==> src/rtl/tq_pkg.sv <==
package tq_pkg;

   typedef enum logic [1:0] {
      POL_SPLIT = 2'd0,
      POL_CAP   = 2'd1,
      POL_OPEN  = 2'd2,
      POL_OPEN2 = 2'd3
   } tq_policy_e;

endpackage

==> src/rtl/tq_limit_sel.sv <==
module tq_limit_sel
   import tq_pkg::*;
#(
   parameter int NUM_THR  = 2,
   parameter int CAPACITY = 16,
   localparam int CW      = $clog2(CAPACITY + 1)
) (
   input  logic [1:0]    policy_i,
   input  logic [CW-1:0] cap_i,
   output logic [CW-1:0] limit_o
);

   localparam int SLICE = CAPACITY / NUM_THR;
   localparam logic [CW-1:0] SLICE_V = CW'(SLICE);
   localparam logic [CW-1:0] CAP_V   = CW'(CAPACITY);

   tq_policy_e pol;
   logic [CW-1:0] cap_clamped;

   assign pol = tq_policy_e'(policy_i);

   always_comb begin
      if (cap_i > CAP_V) cap_clamped = CAP_V;
      else               cap_clamped = cap_i;
   end

   always_comb begin
      unique case (pol)
         POL_SPLIT: limit_o = SLICE_V;
         POL_CAP:   limit_o = cap_clamped;
         default:   limit_o = CAP_V;
      endcase
   end

   always_comb begin
      assert (limit_o <= CAP_V) else $error("p_limit_in_range_r4");
   end

endmodule

==> src/rtl/tq_thread_ctr.sv <==
module tq_thread_ctr #(
   parameter int CAPACITY = 16,
   localparam int CW      = $clog2(CAPACITY + 1)
) (
   input  logic          clk,
   input  logic          rst_n,
   input  logic          inc_i,
   input  logic          dec_i,
   input  logic          clr_i,
   output logic [CW-1:0] cnt_o,
   output logic          underflow_o
);

   logic dec_ok;

   assign dec_ok      = dec_i && (cnt_o != '0) && !clr_i;
   assign underflow_o = dec_i && (cnt_o == '0) && !clr_i;

   always_ff @(posedge clk or negedge rst_n) begin
      if (!rst_n) begin
         cnt_o <= '0;
      end else if (clr_i) begin
         cnt_o <= '0;
      end else begin
         unique case ({inc_i, dec_ok})
            2'b10:   cnt_o <= cnt_o + 1'b1;
            2'b01:   cnt_o <= cnt_o - 1'b1;
            default: cnt_o <= cnt_o;
         endcase
      end
   end

   // clear empties the counter at the next edge
   p_clear_zero_r9: assert property (@(posedge clk) disable iff (!rst_n)
      clr_i |=> (cnt_o == '0));

   // allocate and release together hold the count
   p_inc_dec_hold_r8: assert property (@(posedge clk) disable iff (!rst_n)
      (inc_i && dec_i && !clr_i && cnt_o != '0) |=> $stable(cnt_o));

   // release on an empty counter does not wrap
   p_no_wrap_r10: assert property (@(posedge clk) disable iff (!rst_n)
      (dec_i && !inc_i && cnt_o == '0) |=> (cnt_o == '0));

endmodule

==> src/rtl/tq_rr_grant.sv <==
module tq_rr_grant #(
   parameter int NUM_THR  = 2,
   parameter int CAPACITY = 16,
   localparam int CW      = $clog2(CAPACITY + 1),
   localparam int PW      = (NUM_THR > 1) ? $clog2(NUM_THR) : 1
) (
   input  logic               clk,
   input  logic               rst_n,
   input  logic [NUM_THR-1:0] elig_i,
   input  logic [CW-1:0]      free_i,
   output logic [NUM_THR-1:0] gnt_o
);

   logic [PW-1:0] last_q;
   logic [PW-1:0] last_d;

   always_comb begin
      int given;
      int idx;
      gnt_o  = '0;
      last_d = last_q;
      given  = 0;
      for (int k = 1; k <= NUM_THR; k++) begin
         idx = int'(last_q) + k;
         if (idx >= NUM_THR) idx = idx - NUM_THR;
         if (elig_i[idx] && (given < int'(free_i))) begin
            gnt_o[idx] = 1'b1;
            given      = given + 1;
            last_d     = PW'(idx);
         end
      end
   end

   always_ff @(posedge clk or negedge rst_n) begin
      if (!rst_n) last_q <= PW'(NUM_THR - 1);
      else        last_q <= last_d;
   end

   // never more grants than free entries
   p_grants_fit_r7: assert property (@(posedge clk) disable iff (!rst_n)
      $countones(gnt_o) <= int'(free_i));

   // only eligible threads are granted
   p_gnt_elig_r6: assert property (@(posedge clk) disable iff (!rst_n)
      (gnt_o & ~elig_i) == '0);

endmodule

==> src/rtl/tq_alloc.sv <==
module tq_alloc
   import tq_pkg::*;
#(
   parameter int NUM_THR  = 2,
   parameter int CAPACITY = 16,
   localparam int CW      = $clog2(CAPACITY + 1),
   localparam int TW      = CW + $clog2(NUM_THR + 1)
) (
   input  logic               clk,
   input  logic               rst_n,
   input  logic [1:0]         policy_i,
   input  logic [CW-1:0]      cap_i,
   input  logic [NUM_THR-1:0] req_i,
   input  logic [NUM_THR-1:0] rel_i,
   input  logic [NUM_THR-1:0] clr_i,
   output logic [NUM_THR-1:0] gnt_o,
   output logic [NUM_THR-1:0] full_o,
   output logic               err_o
);

   if (NUM_THR < 2) begin : g_bad_thr
      $error("tq_alloc: NUM_THR must be at least 2");
   end
   if (CAPACITY < NUM_THR) begin : g_bad_cap
      $error("tq_alloc: CAPACITY must be at least NUM_THR");
   end
   if ((CAPACITY % NUM_THR) != 0) begin : g_bad_div
      $error("tq_alloc: CAPACITY must divide evenly by NUM_THR");
   end

   localparam logic [TW-1:0] CAP_T = TW'(CAPACITY);

   logic [CW-1:0]      cnt   [NUM_THR];
   logic [NUM_THR-1:0] uflow;
   logic [NUM_THR-1:0] elig;
   logic [CW-1:0]      limit;
   logic [TW-1:0]      total;
   logic [CW-1:0]      free;

   tq_limit_sel #(.NUM_THR(NUM_THR), .CAPACITY(CAPACITY)) u_limit (
      .policy_i (policy_i),
      .cap_i    (cap_i),
      .limit_o  (limit)
   );

   always_comb begin
      total = '0;
      for (int t = 0; t < NUM_THR; t++) total = total + TW'(cnt[t]);
   end

   assign free = (total >= CAP_T) ? '0 : CW'(CAP_T - total);

   for (genvar t = 0; t < NUM_THR; t++) begin : g_thr
      assign full_o[t] = !((total < CAP_T) && (cnt[t] < limit));
      assign elig[t]   = req_i[t] && !full_o[t] && !clr_i[t];

      tq_thread_ctr #(.CAPACITY(CAPACITY)) u_ctr (
         .clk         (clk),
         .rst_n       (rst_n),
         .inc_i       (gnt_o[t]),
         .dec_i       (rel_i[t]),
         .clr_i       (clr_i[t]),
         .cnt_o       (cnt[t]),
         .underflow_o (uflow[t])
      );

      // a full thread is never granted
      p_gnt_not_full_r6: assert property (@(posedge clk) disable iff (!rst_n)
         gnt_o[t] |-> !full_o[t]);
   end

   tq_rr_grant #(.NUM_THR(NUM_THR), .CAPACITY(CAPACITY)) u_rr (
      .clk    (clk),
      .rst_n  (rst_n),
      .elig_i (elig),
      .free_i (free),
      .gnt_o  (gnt_o)
   );

   always_ff @(posedge clk or negedge rst_n) begin
      if (!rst_n)      err_o <= 1'b0;
      else if (|uflow) err_o <= 1'b1;
   end

   // occupancy never passes the capacity
   p_total_bound_r5: assert property (@(posedge clk) disable iff (!rst_n)
      total <= CAP_T);

   // the error flag is sticky
   p_err_sticky_r10: assert property (@(posedge clk) disable iff (!rst_n)
      err_o |=> err_o);

   // a full pool marks every thread full
   p_pool_full_r5: assert property (@(posedge clk) disable iff (!rst_n)
      (total == CAP_T) |-> (&full_o));

endmodule

==> config.mk <==
export PLATFORM = sky130hd
export DESIGN_NAME = tq_alloc
export DESIGN_NICKNAME = d
export VERILOG_FILES = /design/src/rtl/tq_pkg.sv /design/src/rtl/tq_limit_sel.sv /design/src/rtl/tq_thread_ctr.sv /design/src/rtl/tq_rr_grant.sv /design/src/rtl/tq_alloc.sv
export SDC_FILE = /design/constraint.sdc
export NUM_CORES = 1
export LEC_CHECK = 0
export ABC_AREA = 1
export BUFFER_PORTS_ARGS = -buffer_cell sky130_fd_sc_hd__buf_2
export CORE_AREA = 4 4 60 57
export CTS_BUF_LIST = sky130_fd_sc_hd__clkbuf_16
export DETAILED_ROUTE_END_ITERATION = 6
export DIE_AREA = 0 0 64 61
export PLACE_DENSITY = 0.81
export RECOVER_POWER = 50
export SLEW_MARGIN = 0
export SYNTH_ARGS = -nofsm -noshare
export SYNTH_HDL_FRONTEND = slang
export SYNTH_SLANG_ARGS = --single-unit
==> constraint.sdc <==
create_clock -name clk -period 6.4 [get_ports clk]
set_input_delay 0.64 -clock clk [delete_from_list [all_inputs] [get_ports clk]]
set_output_delay 0.64 -clock clk [all_outputs]
set_load 0.02 [all_outputs]
==> results of run 1 <==
stage by stage:
| step | cells | total power [W] | worst slack, ps | utilization [%] |
|---|---|---|---|---|
| floorplan | 235 | 0.000644 | 2910 | - |
| global placement | 292 | 0.000744 | 2480 | 66.9 |
| detailed placement | 292 | 0.000748 | 2450 | 66.9 |
| CTS | 296 | 0.000874 | 2670 | 69.7 |
| global route | 296 | 0.000961 | 2230 | 69.7 |
| finish | 296 | 0.000867 | 2660 | 69.7 |
worst register-to-register path: stages (launching register included):
cell      delay, ps
dfrtp_1         430
ha_1            240
inv_1            70
fa_1            430
ha_1            220
a21boi_0        120
nor2_1           90
nor2_1           50
nand2_1          80
nand2_2          90
nand2_4          90
a21boi_2        190
nand2_2         120
nand3_4         170
inv_1           100
ha_1            350
nand2_1          60
o21ai_0         180
xor2_1          260
inv_1            70
nand4_1          90
nand2_1          50
inv_1            40
nand2_1          40
nand2_1          60
kinds of logic (layout without fill, tap and decap cells):
| family | Yosys count | after routing | synth area share, % |
|---|---|---|---|
| flops | 12 | 12 | 17.8 |
| compound gates | 22 | 22 | 9.02 |
| xor+xnor | 7 | 7 | 3.62 |
| fa+ha+maj | 23 | 23 | 18.3 |
| buf+inv | 38 | 59 | 8.88 |
| simple gates | 133 | 133 | 42.3 |
Yosys cell counts, drive strengths merged:
cell type / n / area, µm²
dfstp: 1 / 26.3
ha: 20 / 250
nand3: 26 / 180
buf: 2 / 15.0
nand2: 78 / 355
a21boi: 2 / 18.8
o21ai: 7 / 46.3
xor2: 3 / 26.3
nor2: 19 / 109
xnor2: 4 / 35.0
inv: 36 / 135
nand4: 7 / 56.3
a21oi: 13 / 87.6
nor3: 3 / 15.0
fa: 3 / 60.1
dfrtp: 11 / 275
sequential cells by signal, indices dropped and copies added, names as in the netlist:
signal / flops
err_o: 1
g_thr.u_ctr.cnt_o: 10
u_rr.last_q: 1
per-layer routing:
metal,vias to the layer above,part of all wire (%),track usage [%],wire (µm)
met2,25,44,33.1,1610
met4,0,0.80,5.54,29
met3,4,3.6,2.22,131
met1,672,51,29.8,1840
li1,801,-,-,-
met5,-,0,0,0
power by group:
part | total, W | switching, W | internal [W] | leakage [nW]
combinational | 0.000606 | 0.000384 | 0.000221 | 0.893
sequential | 0.000145 | 0.0000422 | 0.000102 | 0.154
clock | 0.000117 | 0.0000344 | 0.0000825 | 0.0385
worst max path at each step:
stage | slack [ps] | startpoint | endpoint | depth (start not counted)
2_1_floorplan | 2910 | policy_i[0] | g_thr[1].u_ctr.cnt_o[4] | 22
3_3_place_gp | 2480 | policy_i[0] | g_thr[0].u_ctr.cnt_o[4] | 26
3_5_place_dp | 2450 | policy_i[0] | g_thr[1].u_ctr.cnt_o[4] | 23
4_1_cts | 2670 | g_thr[1].u_ctr.cnt_o[0] | g_thr[0].u_ctr.cnt_o[4] | 24
5_1_grt | 2230 | policy_i[0] | g_thr[0].u_ctr.cnt_o[4] | 26
6_report | 2660 | g_thr[1].u_ctr.cnt_o[0] | g_thr[0].u_ctr.cnt_o[4] | 24
area by class of cell:
type / instances / area [µm²] / area share [%]
clock buffer: 3 / 75.1 / 3.96
multi-input combinational: 185 / 1240 / 65.3
sequential: 12 / 302 / 15.9
tap: 40 / 50.0 / 2.64
clock inverter: 1 / 3.75 / 0.198
timing repair buffer: 19 / 92.6 / 4.88
inverter: 36 / 135 / 7.12
==> summary.md, run 1 <==
| Metric | Value |
|---|---|
| Leakage power | 1.09 nW |
| Share of layout cells above drive strength 1 | 23.4% |
| CP Buf/Inv Count | 4 |
| Initial core utilization | 62.1% |
| Kind of critical path | flip-flop to flip-flop |
| # H-tree levels | 1 |
| Die width | 64 µm |
| P&R area growth vs syn | 12.2% |
| Drt initial violations | 89 |
| Die area | 3900 µm² |
| Final min period | 3740 ps |
| Worst IR Drop VDD | 0.217 mV |
| CTS tree | done |
| Mapped Area | 1690 µm² |
| Max_cap viols | 0 |
| Reg2reg start | g_thr[1].u_ctr.cnt_o[0] |
| Pre-antenna DRT Iters | 4 |
| Register area share after synthesis | 17.8% |
| Commonest non-fill, non-tap cell in the layout | nand2_1 |
| Pwr per Cell Area | 457 nW/µm² |
| Port bufs | 19 |
| GRT Overall Usage | 20.7% |
| Final std cell area, no fill | 1900 µm² |
| CP delay by family, top | adder cells |
| TritonCTS Sinks | 12 |
| R2R Setup Slk | 2660 ps |
| Vias | 1502 |
| ANT cells | 0 |
| Post-Syn Nets | 273 |
| Post-route clock period utilization | 58.5% |
| Post-CTS Setup Bufs | 0 |
| CTS Hold Bufs | 0 |
| Biggest cell delay along the critical path | 430 ps |
| R2r endpoint | g_thr[0].u_ctr.cnt_o[4] |
| FP Rows | 18 |
| Avg Cell Area, Syn | 7.20 µm² |
| Core box area | 2730 µm² |
| Post-CTS Resized | 0 |
| Chip height | 61 µm |
| IO Pins | 20 |
| Root Buffer | clkbuf_16 |
| Hold Path Class | input pin to asynchronous set/reset pin |
| Most frequent cells in the layout | nand2_1, inv_1, ha_1, nand3_1, buf_2 |
| Worst endpoint required time | 6580 ps |
| Final Net Count | 295 |
| Fillcell total | 227 |
| Final clock skew | 1.96 ps |
| Critical Path, Cell by Cell | ha_1, inv_1, fa_1, ha_1, a21boi_0, nor2_1, nor2_1, nand2_1, nand2_2, nand2_4, a21boi_2, nand2_2, nand3_4, inv_1, ha_1, nand2_1, o21ai_0, xor2_1, inv_1, nand4_1, nand2_1, inv_1, nand2_1, nand2_1 |
| Hold Slack | 429 ps |
| FMAX | 267 MHz |
| Yosys cell types | 29 |
| WL/cell | 12.2 µm |
| Slew @ Worst Pin | 720 ps |
| Max-slew headroom | 52.0% |
| Synth Instances | 235 |
| Longest Clk Path Bufs | 2 |
| Slew Viols, Final | 0 |
| Total CTS buffers | 3 |
| Final GP Congestion | 0.840 |
| Synth Register Bits | 12 |
| FF-to-FF path depth | 24 |
| Remaining global-route overflow | 0 |
| Via density | 5.07 |
| Run status | complete, no violations |
| ANT nets after route | 0 |
| # setup viols final | 0 |
| Vias in the first global route | 1351 |
| CP max FO | 10 |
| Synthesis warning total | 0 |
| DRC viols | 0 |
| Clock transition at path regs | 50 ps |
| DP Area | 1820 µm² |
| Most frequent cell on the critical path | nand2_1 |
| Initial antenna violation count | 0 |
| Unrepaired setup endpoints after global routing | no |
| Setup_tns | 0 ps |
| Worst EP arrival | 3920 ps |
| Worst skew pair latency | 240 ps |
| Startpoint Class | flip-flop |
| Final hold vios | 0 |
| Final WL | 3610 µm |
| Largest net degree at the start of global routing | 13 |
| Post-DP HPWL | 2980 µm |
| Slowest-stage cell, CP | dfrtp_1 |
| CP Capture Type | flip-flop |
| First-pass GRT wire length | 6270 µm |
Note: power is estimated with default switching activity, not from simulation.
==> inputs of run 2 (changes only) <==
--- a/config.mk
+++ b/config.mk
@@ -7,11 +7,11 @@
 export LEC_CHECK = 0
 export ABC_AREA = 1
 export BUFFER_PORTS_ARGS = -buffer_cell sky130_fd_sc_hd__buf_2
-export CORE_AREA = 4 4 60 57
+export CORE_AREA = 4 4 62 58
 export CTS_BUF_LIST = sky130_fd_sc_hd__clkbuf_16
 export DETAILED_ROUTE_END_ITERATION = 6
-export DIE_AREA = 0 0 64 61
-export PLACE_DENSITY = 0.81
+export DIE_AREA = 0 0 66 62
+export PLACE_DENSITY = 0.77
 export RECOVER_POWER = 50
 export SLEW_MARGIN = 0
 export SYNTH_ARGS = -nofsm -noshare
==> constraint.sdc (replaced) <==
create_clock -name clk -period 3.6 [get_ports clk]
set_input_delay 0.36 -clock clk [delete_from_list [all_inputs] [get_ports clk]]
set_output_delay 0.36 -clock clk [all_outputs]
set_load 0.02 [all_outputs]
==> run 2 against run 1 <==
  * Largest cell class unchanged
  * Final area grew 9.0%
  * Combinational power grew 100%
  * Routed wire length grew 11%
  * Worst setup slack lost 2600 ps
  * Hold slack lost 260 ps
  * Sequential power grew 75%
  * Sequential cell count is the same
  * First-iteration DRC count shrank 16%
  * Global-route usage shrank 0.74 points
  * Critical endpoint unchanged
==> summary.md, run 2 (same netlist as run 1, synthesis figures left out) <==
| Metric | Value |
|---|---|
| Fillcell total | 228 (+0.44%) |
| Pwr per Cell Area | 827 nW/µm² (+81%) |
| Final clock skew | 0.791 ps (-1.17 ps) |
| CP Capture Type | flip-flop |
| Slew Viols, Final | 0 (unchanged) |
| TritonCTS Sinks | 12 (unchanged) |
| P&R area growth vs syn | 22.3% |
| Unrepaired setup endpoints after global routing | yes |
| Post-route clock period utilization | 97.7% (+39 points) |
| Grt peak-use layer | met2 |
| DP Worst Slack | -8.26 ps (-2460 ps) |
| Via density | 5.12 (+0.89%) |
| Die area | 4090 µm² (+4.8%) |
| WL/cell | 12.9 µm (+6.0%) |
| Worst EP arrival | 3650 ps (-270 ps) |
| Final min period | 3520 ps (-228 ps) |
| GRT Overall Usage | 19.9% (-0.74 points) |
| Max-slew headroom | 48.3% (-3.7 points) |
| Core box area | 2970 µm² (+9.0%) |
| CTS tree | done |
| ANT nets after route | 0 (unchanged) |
| Storage element area | 302 µm² (unchanged) |
| Multi-input combinational cell area | 1320 µm² (+6.1%) |
| Regs by FF count | g_thr.u_ctr.cnt_o (10), err_o (1), u_rr.last_q (1) |
| Slew @ Worst Pin | 775 ps (+55.1 ps) |
| # setup viols final | 0 (unchanged) |
| Die width | 66 µm (+3.1%) |
| Final Net Count | 307 (+4.1%) |
| Remaining global-route overflow | 0 (unchanged) |
| Post-DP HPWL | 3040 µm (+2.3%) |
| Met2 usage | 32.6% (-0.57 points) |
| Root Buffer | clkbuf_16 |
| Drt initial violations | 75 (-16%) |
| First-pass GRT wire length | 6150 µm (-1.8%) |
| Max_cap viols | 0 (unchanged) |
| Port bufs | 19 (unchanged) |
| Share of layout cells above drive strength 1 | 31.3% (+7.9 points) |
| Longest Clk Path Bufs | 2 (unchanged) |
| Pre-antenna DRT Iters | 4 (unchanged) |
| Largest net degree at the start of global routing | 13 (unchanged) |
| Top reg by flops | g_thr.u_ctr.cnt_o |
| Run status | complete, no violations |
| Most frequent cells in the layout | nand2_1, inv_1, nand3_1, buf_2, ha_1 |
| FMAX | 284 MHz (+6.5%) |
| Leakage power | 1.13 nW (+4.5%) |
| Core Util, Final | 69.6% (about the same) |
| ANT cells | 0 (unchanged) |
| Max FFs per register | 10 (unchanged) |
| Clock transition at path regs | 50 ps (about the same) |
| R2r endpoint | g_thr[0].u_ctr.cnt_o[4] |
| IO Pins | 20 (unchanged) |
| Final worst slack | 84.5 ps (-2570 ps) |
| Initial antenna violation count | 0 (unchanged) |
| Reg2reg start | g_thr[0].u_ctr.cnt_o[0] |
| Kind of critical path | flip-flop to flip-flop |
| CTS Hold Bufs | 0 (unchanged) |
| Chip height | 62 µm (+1.6%) |
| Hold Slack | 170 ps (-259 ps) |
| Total CTS buffers | 3 (unchanged) |
| DRC viols | 0 (unchanged) |
| Worst IR Drop VDD | 0.342 mV (+58%) |
| Startpoint Class | flip-flop |
| Met1 Use GR | 27.0% (-2.8 points) |
| Final GP Congestion | 0.879 (+4.7%) |
| CP max FO | 5 (-5) |
| Vias in the first global route | 1425 (+5.5%) |
| CP endpoint | g_thr[0].u_ctr.cnt_o[4] |
| Worst skew pair latency | 240 ps (about the same) |
| M3 GR Usage | 3.06% (+0.84 points) |
| Vias | 1587 (+5.7%) |
| Final hold vios | 0 (unchanged) |
| FP Rows | 19 (+1) |
| Initial core utilization | 56.9% (-5.1 points) |
| FF-to-FF path depth | 24 (unchanged) |
| # H-tree levels | 1 (unchanged) |
| Worst endpoint required time | 3740 ps (-2840 ps) |
| Crit path launch | g_thr[0].u_ctr.cnt_o[0] |
| R2R Setup Slk | 80 ps (-2570 ps) |
| Hold Path Class | input pin to asynchronous set/reset pin |
| Final WL | 4010 µm (+11%) |
| Commonest non-fill, non-tap cell in the layout | nand2_1 |
## run 2: worst min path at each step
stage	cells after the start	end	slack (ps)
floorplan	0	err_o	60
global placement	1	g_thr[1].u_ctr.cnt_o[1]	270
detailed placement	1	g_thr[1].u_ctr.cnt_o[2]	270
CTS	1	g_thr[0].u_ctr.cnt_o[1]	20
global route	1	g_thr[1].u_ctr.cnt_o[2]	230
finish	1	g_thr[1].u_ctr.cnt_o[2]	170
## run 2: timing repair
item,CTS,global route
pin swaps,0,5
buffers inserted,1,4
endpoints found under the setup margin,1,4
gates resized for setup,0,17
## run 2: metrics by stage
stage	area, µm²	std cells	power (W)	TNS [ps]
after CTS	1960	306	0.00161	0
final	2070	310	0.00171	0
after global placement	1880	301	0.00136	0
after floorplan	1690	235	0.00114	0
after global routing	2070	310	0.00186	-298
after detailed placement	1880	301	0.00138	-8.26
## run 2: cell type report
| class | instances | share of cell area, % |
|---|---|---|
| clock buffers | 3 | 3.63 |
| clock inverters | 1 | 0.181 |
| inverters | 36 | 6.65 |
| multi-input cells | 185 | 63.6 |
| flip-flops and latches | 12 | 14.6 |
| well taps | 42 | 2.54 |
| repair buffers | 31 | 8.83 |
## run 2: worst max-delay path: stages (launching register included)
cell and delay [ps]:
dfrtp_1 410, ha_2 210, inv_1 50, fa_1 500, ha_1 180, a21boi_0 230, nor2_1 70, nor2_1 100
nand2_1 60, nand2_2 90, nand2_4 60, a21boi_2 170, nand2_2 100, nand3_4 110, inv_4 100, ha_4 210
a21oi_2 160, o21ai_2 70, xor2_1 170, inv_1 60, nand4_1 80, nand2_1 70, inv_1 30, nand2_1 50
nand2_1 40
## run 2: layer usage
| metal | share of wire [%] | wire [µm] | vias to the layer above |
|---|---|---|---|
| li1 | - | - | 827 |
| met1 | 48 | 1900 | 713 |
| met2 | 46 | 1840 | 42 |
| met3 | 5.2 | 210 | 5 |
| met4 | 1.3 | 53 | 0 |
| met5 | 0 | 0 | - |
## run 2: where the power goes
group / internal (W) / leakage, nW / switching, W
Combinational: 0.000487 / 0.941 / 0.000758
Clock: 0.000147 / 0.0385 / 0.0000641
Sequential: 0.000182 / 0.154 / 0.0000724
Total: 0.000816 / 1.13 / 0.000894
==> inputs of run 3 (changes only) <==
--- a/config.mk
+++ b/config.mk
@@ -7,10 +7,10 @@
 export LEC_CHECK = 0
 export ABC_AREA = 1
 export BUFFER_PORTS_ARGS = -buffer_cell sky130_fd_sc_hd__buf_2
-export CORE_AREA = 4 4 62 58
+export CORE_AREA = 2 2 65 52
 export CTS_BUF_LIST = sky130_fd_sc_hd__clkbuf_16
 export DETAILED_ROUTE_END_ITERATION = 6
-export DIE_AREA = 0 0 66 62
+export DIE_AREA = 0 0 67 54
 export PLACE_DENSITY = 0.77
 export RECOVER_POWER = 50
 export SLEW_MARGIN = 0
==> run 3 against run 2 <==
  * Cell count grew 0.32%
  * Total power grew 2.5%
  * Combinational power grew 4%
  * First-iteration DRC count shrank 5.3%
  * Core utilization shrank 2.0 points
  * Non-clock buffer count grew 3
  * Hold slack is essentially flat
  * Fmax grew 0.57%
  * Sequential power shrank 3%
  * Clock power grew 2%
  * Die area shrank 12%
  * Sequential share of layout area is essentially flat
  * Largest cell class unchanged
==> summary.md, run 3 (same netlist as run 1, synthesis figures left out) <==
| Metric | Value |
|---|---|
| Run status | complete, no violations |
| Core box area | 3060 µm² (+3.1%) |
| Kind of critical path | flip-flop to flip-flop |
| Final Non-Filler Cells | 311 (+0.32%) |
| # setup viols final | 0 (unchanged) |
| Initial antenna violation count | 0 (unchanged) |
| Slew @ Worst Pin | 796 ps (+20.5 ps) |
| Most frequent cells in the layout | nand2_1, inv_1, nand3_1, buf_2, ha_1 |
| Sw Pwr | 0.000908 W (+1.5%) |
| Commonest non-fill, non-tap cell in the layout | nand2_1 |
| Flop pwr share | 14.0% (-0.9 points) |
| Hold Path Class | input pin to asynchronous set/reset pin |
| Slowest-stage cell, CP | fa_2 |
| Final WL | 4120 µm (+2.9%) |
| FP Rows | 18 (-1) |
| Unrepaired setup endpoints after global routing | yes |
| Chip height | 54 µm (-13%) |
| Pre-antenna DRT Iters | 4 (unchanged) |
| Biggest cell delay along the critical path | 550 ps (+50 ps) |
| FMAX | 286 MHz (+0.57%) |
| ANT nets after route | 0 (unchanged) |
| DRC viols | 0 (unchanged) |
| Post-route clock period utilization | 97.1% (-0.55 points) |
| Total CTS buffers | 3 (unchanged) |
| Most frequent cell on the critical path | nand2_1 |
| Port bufs | 19 (unchanged) |
| Max FFs per register | 10 (unchanged) |
| Worst endpoint required time | 3740 ps (about the same) |
| Initial core utilization | 55.2% (-1.7 points) |
| Max_cap viols | 0 (unchanged) |
| IO Pins | 20 (unchanged) |
| CP delay by family, top | adder cells |
| First-pass GRT wire length | 6640 µm (+7.8%) |
| Regs by FF count | g_thr.u_ctr.cnt_o (10), err_o (1), u_rr.last_q (1) |
| Fillcell total | 267 (+17%) |
| Net Sw Frac | 51.8% (-0.48 points) |
| Startpoint Class | flip-flop |
| ANT cells | 0 (unchanged) |
| Longest Clk Path Bufs | 2 (unchanged) |
| Dpl cells | 304 (+1.0%) |
| Drt initial violations | 71 (-5.3%) |
| Final Net Count | 310 (+0.98%) |
| Largest net degree at the start of global routing | 13 (unchanged) |
| Share of layout cells above drive strength 1 | 32.1% (+0.76 points) |
| Clock transition at path regs | 50 ps (about the same) |
| Clock network fraction of total power | 12.3% (about the same) |
| Critical Path, Cell by Cell | ha_2, inv_2, fa_2, ha_2, a21boi_2, nor2_1, nor2_1, nand2_1, nand2_2, nand2_4, a21boi_4, nand2_4, nand3_4, inv_4, ha_4, a21oi_2, o21ai_2, xor2_1, inv_1, nand4_1, nand2_1, inv_1, nand2_1, nand2_1 |
| Top reg by flops | g_thr.u_ctr.cnt_o |
| FF-to-FF path depth | 24 (unchanged) |
| Worst skew pair latency | 250 ps (about the same) |
| Post-DP HPWL | 3120 µm (+2.6%) |
| CP Depth | 24 (unchanged) |
| R2r endpoint | g_thr[0].u_ctr.cnt_o[4] |
| Root Buffer | clkbuf_16 |
| WL/cell | 13.3 µm (+2.6%) |
| Remaining global-route overflow | 0 (unchanged) |
| Worst EP arrival | 3630 ps (-20 ps) |
| Setup_tns | 0 ps (unchanged) |
| Pwr per Cell Area | 846 nW/µm² (+2.3%) |
| Final hold vios | 0 (unchanged) |
| Die area | 3620 µm² (-12%) |
| CP Buf/Inv Count | 4 (unchanged) |
| Die width | 67 µm (+1.5%) |
| # H-tree levels | 1 (unchanged) |
| P&R area growth vs syn | 22.5% |
| GRT Overall Usage | 24.8% (+4.8 points) |
| CP endpoint | g_thr[0].u_ctr.cnt_o[4] |
| CTS tree | done |
| Reg2reg start | g_thr[1].u_ctr.cnt_o[0] |
| Max-slew headroom | 47.0% (-1.4 points) |
| Via density | 5.23 (+2.1%) |
| Crit path launch | g_thr[1].u_ctr.cnt_o[0] |
| Final clock skew | 6.52 ps (+5.73 ps) |
| Vias | 1625 (+2.4%) |
| Slew Viols, Final | 0 (unchanged) |
| Combinational share of power | 73.6% (+0.8 points) |
| CTS Hold Bufs | 0 (unchanged) |
| Vias in the first global route | 1423 (-0.14%) |
| Final GP Congestion | 0.949 (+8.0%) |
| CP Capture Type | flip-flop |
| Int Power | 0.000844 W (+3.5%) |
| CP max FO | 6 (+1) |
| R2R Setup Slk | 100 ps (+20 ps) |
| Final min period | 3500 ps (-19.9 ps) |
| Worst IR Drop VDD | 0.519 mV (+52%) |
| TritonCTS Sinks | 12 (unchanged) |
| Leakage power | 1.16 nW (+2.7%) |
==> run 3: timing repair <==
action / in CTS / in global routing
pin swaps: 2 / 6
setup buffers: 0 / 3
endpoints found under the hold margin: 0 / 0
gates resized for setup: 3 / 15
endpoints found under the setup margin: 1 / 4
==> run 3: stage by stage <==
| stage | utilization [%] | hold WS (ps) | instance area [µm²] | setup slack (ps) | total power [W] |
|---|---|---|---|---|---|
| 6_report | 67.6 | 170 | 2070 | 104 | 0.00175 |
| 5_1_grt | 67.6 | 218 | 2070 | -97.3 | 0.00191 |
| 3_5_place_dp | 62.4 | 271 | 1910 | -21.9 | 0.00142 |
| 2_1_floorplan | - | 64.4 | 1690 | 213 | 0.00114 |
| 4_1_cts | 65.4 | 8.00 | 2000 | 25.9 | 0.00166 |
| 3_3_place_gp | 62.4 | 270 | 1910 | 32.4 | 0.00140 |
==> run 3: power by group through the flow <==
stage                     Combinational, W  Clock (W)  Sequential [W]
after floorplan                   0.000916          0        0.000229
after global placement             0.00116          0        0.000240
after detailed placement           0.00118          0        0.000240
after CTS                          0.00121   0.000218        0.000239
after global routing               0.00143   0.000228        0.000252
final                              0.00129   0.000216        0.000246
==> run 3: cell type report <==
class	instances	area, µm²	share of cell area [%]
clock inverter	1	3.75	0.181
multi-input combinational	185	1300	62.7
tap	40	50.0	2.42
timing repair buffer	34	205	9.90
inverter	36	138	6.64
sequential	12	302	14.6
clock buffer	3	75.1	3.62
==> run 3: layer usage <==
metal | global-route usage [%] | share of wire, %
met1 | 35.9 | 47
met2 | 39.1 | 47
met3 | 4.39 | 5.5
met4 | 3.74 | 0.36
met5 | 0 | 0
==> run 3: worst min path at each step <==
stage,start,to,depth (start not counted)
6_report,rst_n,g_thr[1].u_ctr.cnt_o[4],1
5_1_grt,rst_n,g_thr[1].u_ctr.cnt_o[4],1
4_1_cts,rst_n,g_thr[1].u_ctr.cnt_o[4],1
3_5_place_dp,rst_n,g_thr[1].u_ctr.cnt_o[4],1
3_3_place_gp,rst_n,g_thr[1].u_ctr.cnt_o[2],1
2_1_floorplan,rst_n,err_o,0
